$ cat src/rtl/rxr_pkg.sv
package rxr_pkg;
  typedef enum logic [2:0] {
    ST_FETCH,
    ST_READY,
    ST_RECV,
    ST_DROP,
    ST_WB
  } rxr_state_t;

  localparam int OWN_BIT   = 31;
  localparam int IRQ_BIT   = 23;
  localparam int SIZE_W    = 11;
  localparam int LEN_W     = 12;
  localparam int WORD_STAT = 0;
  localparam int WORD_CTRL = 1;
  localparam int WORD_BASE = 2;
  localparam int WORD_NEXT = 3;
endpackage

$ cat src/rtl/rxr_desc_ram.sv
module rxr_desc_ram #(
  parameter int DEPTH = 16,
  parameter int AW    = 4
) (
  input  logic          clk,
  input  logic          a_we,
  input  logic [AW-1:0] a_addr,
  input  logic [31:0]   a_wdata,
  output logic [31:0]   a_rdata,
  input  logic          b_we,
  input  logic [AW-1:0] b_addr,
  input  logic [31:0]   b_wdata,
  output logic [31:0]   b_rdata
);
  logic [31:0] mem [DEPTH];

  // engine port written last so it wins on a same-word collision
  always_ff @(posedge clk) begin
    if (a_we) mem[a_addr] <= a_wdata;
    if (b_we) mem[b_addr] <= b_wdata;
    a_rdata <= mem[a_addr];
    b_rdata <= mem[b_addr];
  end
endmodule

$ cat src/rtl/rxr_status_pack.sv
module rxr_status_pack #(
  parameter int LEN_W = 12
) (
  input  logic             first,
  input  logic             last,
  input  logic [LEN_W-1:0] len,
  input  logic [2:0]       match,
  input  logic [4:0]       err,
  output logic [31:0]      word
);
  always_comb begin
    word        = '0;
    word[31]    = 1'b0;
    word[27:16] = 12'(len);
    word[14:12] = match;
    word[11]    = first;
    word[10]    = last;
    word[6:2]   = err;
    word[7]     = |err;
  end
endmodule

$ cat src/rtl/rx_desc_ring.sv
module rx_desc_ring
  import rxr_pkg::*;
#(
  parameter int NUM_DESC = 4,
  parameter int BUF_AW   = 16,
  localparam int IDX_W   = (NUM_DESC > 1) ? $clog2(NUM_DESC) : 1,
  localparam int AW      = IDX_W + 2
) (
  input  logic              clk,
  input  logic              rst,
  input  logic              host_we,
  input  logic [AW-1:0]     host_addr,
  input  logic [31:0]       host_wdata,
  output logic [31:0]       host_rdata,
  input  logic              poll_demand,
  input  logic              rx_valid,
  input  logic [7:0]        rx_data,
  input  logic              rx_last,
  input  logic [4:0]        rx_err,
  input  logic [2:0]        rx_match,
  output logic              rx_ready,
  output logic              buf_we,
  output logic [BUF_AW-1:0] buf_addr,
  output logic [7:0]        buf_wdata,
  output logic              irq_done,
  output logic              buf_unavail
);
  localparam int DEPTH = NUM_DESC * 4;

  rxr_state_t        state;
  logic [IDX_W-1:0]  cur;
  logic [2:0]        fcnt;
  logic              d_own;
  logic [31:0]       d_ctrl;
  logic [BUF_AW-1:0] d_base;
  logic [IDX_W-1:0]  d_next;
  logic              mid, frag_first, poll_pend;
  logic [SIZE_W-1:0] boff, nxt_off;
  logic [LEN_W-1:0]  flen, nxt_len;
  logic [31:0]       wb_word, pack_word, eng_rdata;
  logic              eng_we, accept, drop, take, buf_full;
  logic [AW-1:0]     eng_addr;

  assign eng_we   = (state == ST_WB);
  assign eng_addr = eng_we ? {cur, 2'(WORD_STAT)} : {cur, fcnt[1:0]};

  rxr_desc_ram #(.DEPTH(DEPTH), .AW(AW)) u_ram (
    .clk(clk),
    .a_we(host_we), .a_addr(host_addr), .a_wdata(host_wdata), .a_rdata(host_rdata),
    .b_we(eng_we), .b_addr(eng_addr), .b_wdata(wb_word), .b_rdata(eng_rdata)
  );

  assign accept   = (state == ST_RECV) || (state == ST_READY && d_own && !poll_pend);
  assign drop     = (state == ST_DROP) || (state == ST_READY && !d_own && !poll_pend);
  assign rx_ready = accept || drop;
  assign take     = accept && rx_valid;

  assign nxt_off  = boff + 1'b1;
  assign nxt_len  = flen + 1'b1;
  assign buf_full = (nxt_off == d_ctrl[SIZE_W-1:0]);

  assign buf_we    = take;
  assign buf_addr  = d_base + BUF_AW'(boff);
  assign buf_wdata = rx_data;

  rxr_status_pack #(.LEN_W(LEN_W)) u_pack (
    .first(frag_first),
    .last (rx_last),
    .len  (rx_last ? nxt_len : '0),
    .match(rx_last ? rx_match : 3'b000),
    .err  (rx_last ? rx_err : 5'b00000),
    .word (pack_word)
  );

  always_ff @(posedge clk) begin
    if (rst) begin
      state       <= ST_FETCH;
      cur         <= '0;
      fcnt        <= '0;
      d_own       <= 1'b0;
      d_ctrl      <= '0;
      d_base      <= '0;
      d_next      <= '0;
      mid         <= 1'b0;
      frag_first  <= 1'b1;
      poll_pend   <= 1'b0;
      boff        <= '0;
      flen        <= '0;
      wb_word     <= '0;
      irq_done    <= 1'b0;
      buf_unavail <= 1'b0;
    end else begin
      irq_done    <= 1'b0;
      buf_unavail <= 1'b0;
      case (state)
        ST_FETCH: begin
          fcnt <= fcnt + 1'b1;
          case (fcnt)
            3'd1: d_own  <= eng_rdata[OWN_BIT];
            3'd2: d_ctrl <= eng_rdata;
            3'd3: d_base <= eng_rdata[BUF_AW-1:0];
            3'd4: begin
              d_next     <= eng_rdata[IDX_W-1:0];
              boff       <= '0;
              frag_first <= !mid;
              if (!mid) flen <= '0;
              if (mid && !d_own) begin
                state       <= ST_DROP;
                buf_unavail <= 1'b1;
                mid         <= 1'b0;
              end else begin
                state <= ST_READY;
              end
            end
            default: ;
          endcase
        end
        ST_READY: begin
          if (poll_pend) begin
            state     <= ST_FETCH;
            fcnt      <= '0;
            poll_pend <= 1'b0;
          end else if (rx_valid && !d_own) begin
            buf_unavail <= 1'b1;
            if (!rx_last) state <= ST_DROP;
          end
        end
        ST_DROP: if (rx_valid && rx_last) state <= ST_READY;
        ST_WB: begin
          irq_done <= d_ctrl[IRQ_BIT];
          cur      <= d_next;
          fcnt     <= '0;
          state    <= ST_FETCH;
        end
        default: ;
      endcase
      if (take) begin
        boff    <= nxt_off;
        flen    <= nxt_len;
        wb_word <= pack_word;
        if (rx_last) begin
          mid   <= 1'b0;
          state <= ST_WB;
        end else if (buf_full) begin
          mid   <= 1'b1;
          state <= ST_WB;
        end else begin
          state <= ST_RECV;
        end
      end
      if (poll_demand) poll_pend <= 1'b1;
    end
  end


  own_clear_chk: assert property (@(posedge clk) disable iff (rst)
    eng_we |-> !wb_word[OWN_BIT]);

  err_summary_chk: assert property (@(posedge clk) disable iff (rst)
    eng_we |-> (wb_word[7] == (|wb_word[6:2])));

  frag_len_chk: assert property (@(posedge clk) disable iff (rst)
    (eng_we && !wb_word[10]) |-> (wb_word[27:16] == 12'd0 && wb_word[7:2] == 6'd0));

  drop_nowrite_chk: assert property (@(posedge clk) disable iff (rst)
    (state == ST_DROP) |-> !buf_we);

  irq_after_wb_chk: assert property (@(posedge clk) disable iff (rst)
    irq_done |-> $past(eng_we));
endmodule

$ cat config.mk
export PLATFORM = sky130hd
export DESIGN_NAME = rx_desc_ring
export DESIGN_NICKNAME = d
export VERILOG_FILES = /design/src/rtl/rxr_pkg.sv /design/src/rtl/rxr_desc_ram.sv /design/src/rtl/rxr_status_pack.sv /design/src/rtl/rx_desc_ring.sv
export SDC_FILE = /design/constraint.sdc
export NUM_CORES = 1
export LEC_CHECK = 0
export BUFFER_PORTS_ARGS = -buffer_cell sky130_fd_sc_hd__buf_4
export CAP_MARGIN = 20
export CORE_ASPECT_RATIO = 0.9
export CORE_MARGIN = 2
export CORE_UTILIZATION = 40
export DETAILED_ROUTE_END_ITERATION = 6
export PLACE_DENSITY = 0.67
export REMOVE_ABC_BUFFERS = 1
export SLEW_MARGIN = 5
export SYNTH_ARGS = -nofsm -noshare
export SYNTH_HDL_FRONTEND = slang
export SYNTH_SLANG_ARGS = --single-unit
$ cat constraint.sdc
create_clock -name clk -period 4.25 [get_ports clk]
set_clock_uncertainty 0.2 [all_clocks]
set_input_delay 0.2125 -clock clk [delete_from_list [all_inputs] [get_ports clk]]
set_output_delay 0.2125 -clock clk [all_outputs]
set_load 0.005 [all_outputs]
==> impl_metrics.json <==
{
  "pwr-share-comb_pct": 19.3,
  "drt-vias-per-instance": 5.618,
  "finalSetupViolCount": 0,
  "final_cell_mix": "nand2_1 (379), edfxtp_1 (368), and2_1 (282)",
  "fill_cells": 7165,
  "clockBufferDepth": 3,
  "finalCritPeriodShare_pct": 74.35,
  "critical_path_class": "reg2out",
  "fin_nets": 2905,
  "layout_setup_ws_ps": 1090,
  "ys.flop_type": "edfxtp_1",
  "yosysWarningCount": 0,
  "rsz0062_at_grt": "false",
  "drtPass1Iterations": 6,
  "cts_setup_buffers": 0,
  "power.leakage_nw": 12.17,
  "crit_path_max_fanout": 8,
  "drt.antenna.violating_nets": 0,
  "arrival_ps": 2750,
  "clkLatencyLatePin_ps": 620,
  "slew_headroom_pct": 36.31,
  "status": "finished clean",
  "vdd_drop_max_uv": 530.7,
  "core_area_um2": 79210,
  "io_pins": 118,
  "hold_viol": 0,
  "path_clk_slew_ps": 60,
  "syn_inst": 2801,
  "tritoncts": "yes",
  "cts_buffers": 73,
  "ys_seq_area_share_pct": 52.48,
  "clkPwrFrac_pct": 35.1,
  "hp-class": "in2reg",
  "cts.sinks": 652,
  "drc": 0,
  "yosysUniqueCellTypes": 61,
  "port_buffers": 101,
  "gr-usage-all-layers_pct": 20.99,
  "grt_pass1_wl_um": 131700,
  "powerDensity_nw_per_um2": 471.8,
  "place_ws_ps": 1168,
  "num_rows": 98,
  "drive_above_1_share_pct": 19.78,
  "clock.fmax_mhz": 316.5,
  "syn-cell-area_um2": 31890,
  "clockRootBuffer": "clkbuf_16",
  "p_switching_mw": 4.890,
  "worst_ep_required_time_ps": 3840,
  "grt_overflow": 0,
  "start_util_pct": 40.26,
  "avgSynthCellArea_um2": 11.39,
  "final_common_cell": "nand2_1",
  "grt_pass1_vias": 21340,
  "wl_per_cell_um": 21.90,
  "worstMarginPinSlew_ps": 950.1,
  "vias": 22120,
  "drt_iter0_markers": 1971,
  "drt_wl_total_um": 86210,
  "fin_hold_ws_ps": 149.7,
  "die_h_um": 271.9,
  "place_congestion": 0.8240,
  "hold_buffers": 47,
  "finalPower_mw": 17.13,
  "synth_edf_count": 368,
  "async_reset_ff_share_pct": 0,
  "synth_area_leaders": "edfxtp_1 (35%), dfxtp_1 (18%), mux4_2 (12%)",
  "switching_share_pct": 28.55,
  "hpwlAfterDp_um": 53470,
  "finalMaxSlewViolations": 0,
  "diodes": 0,
  "end_kind": "primary output",
  "htree_levels": 3,
  "cts_resized": 0,
  "min_period_ps": 3160,
  "yosys.area.top_type": "edfxtp_1",
  "intPower_mw": 12.24,
  "die_area_um2": 82000,
  "utilization_pct": 45.83,
  "antenna_found_initial": 2,
  "max-cap-violations": 0,
  "ys_ff_latch": 652,
  "start_kind": "flip-flop",
  "grt_max_degree": 147,
  "fin_setup_tns_ps": 0,
  "area_growth_pct": 13.83,
  "seqPwrFrac_pct": 45.6,
  "yosysTopAreaCellShare_pct": 34.65,
  "fp.dieW_um": 301.6
}
-- layout make-up --
type                       count  area [um2]  area share (%)
timing repair buffer         207        1758           4.843
clock buffer                  94        1999           5.508
clock inverter                40       260.3          0.7169
sequential                   652       16740           46.13
tap                         1050        1314           3.619
multi-input combinational   1809       13910           38.31
inverter                      85       319.1          0.8789
-- registers in the layout (all words and copies together) (netlist names) --
register,flops
irq_done,1
frag_first,1
mid,1
fcnt,3
d_base,16
u_ram.mem,512
u_ram.a_rdata,32
d_own,1
cur,2
boff,11
u_ram.b_rdata,18
flen,12
d_ctrl,12
poll_pend,1
d_next,2
buf_unavail,1
wb_word,23
state,3
-- routing by layer --
metal	track usage, %	vias to the layer above	wire length [um]
met5	0	-	0
met4	6.110	0	2259
met3	3.039	138	6352
met2	33.58	897	40190
met1	29.66	10840	37400
li1	-	10240	-
-- worst max-delay path, stage by stage (launching register included) --
cell and delay [ps]:
dfxtp_1 480, ha_1 370, a2111oi_0 440, o211ai_1 240, nand2_1 180, o21ai_0 140
xor2_1 160, buf_4 150
-- power groups by stage --
stage	combinational, mW	clock [mW]	sequential [mW]
after floorplan	2.09	0	7.93
after global placement	3.19	0	7.92
after detailed placement	3.23	0	7.93
after CTS	3.29	6.11	7.81
after global routing	3.59	6.36	7.88
final	3.30	6.02	7.81
-- synthesized netlist by cell type (4+ instances only) --
master,number
edfxtp_1,368
and4_1,4
buf_1,10
nand3b_1,10
xor2_1,14
mux4_2,174
a21oi_1,114
a211oi_1,6
mux2_2,94
o221ai_1,56
a31oi_1,60
nor3_1,12
a2bb2oi_1,13
o21ai_1,9
nor2_1,110
nand2_1,379
nand2b_1,11
dfxtp_1,284
xnor2_1,22
o211ai_1,11
a21o_1,4
mux2i_1,67
buf_4,10
and3_1,12
and2_1,282
ha_1,18
or3_1,11
nand4_1,6
o22ai_1,11
a22oi_1,4
a22o_1,11
clkbuf_1,188
nor2b_1,9
buf_6,5
nand3_1,85
buf_2,42
o21ai_0,141
inv_1,85
o31ai_1,6
or2_2,4
-- path summary, 6_finish.rpt --
| check | startpoint | end | slack (ps) | cells past startpoint |
|---|---|---|---|---|
| worst min register to register | u_ram.b_rdata[11] | d_base[11] | 250 | 2 |
| worst min-delay path | host_we | u_ram.mem[13][24] | 150 | 3 |
| worst max register to register | state[1] | u_ram.b_rdata[13] | 1240 | 6 |
| worst max-delay path | boff[7] | buf_addr[14] | 1090 | 7 |
-- logic make-up after synthesis --
group,Yosys count,share of synthesized area (%)
AOI/OAI and AO/OA,468,9.044
xor gates and xnor gates,36,0.9887
adders and majority gates,19,0.7690
buffers and inverters,340,4.402
DFF,652,52.48
muxes,335,17.71
and+or+nand+nor,951,14.61
-- through the flow --
stage,area [um2],std cells
6_report,36300,3937
3_3_place_gp,33570,3756
5_1_grt,36300,3937
3_5_place_dp,33570,3756
4_1_cts,36300,3937
2_1_floorplan,30810,2546
Note: power is estimated with default switching activity, not from simulation.
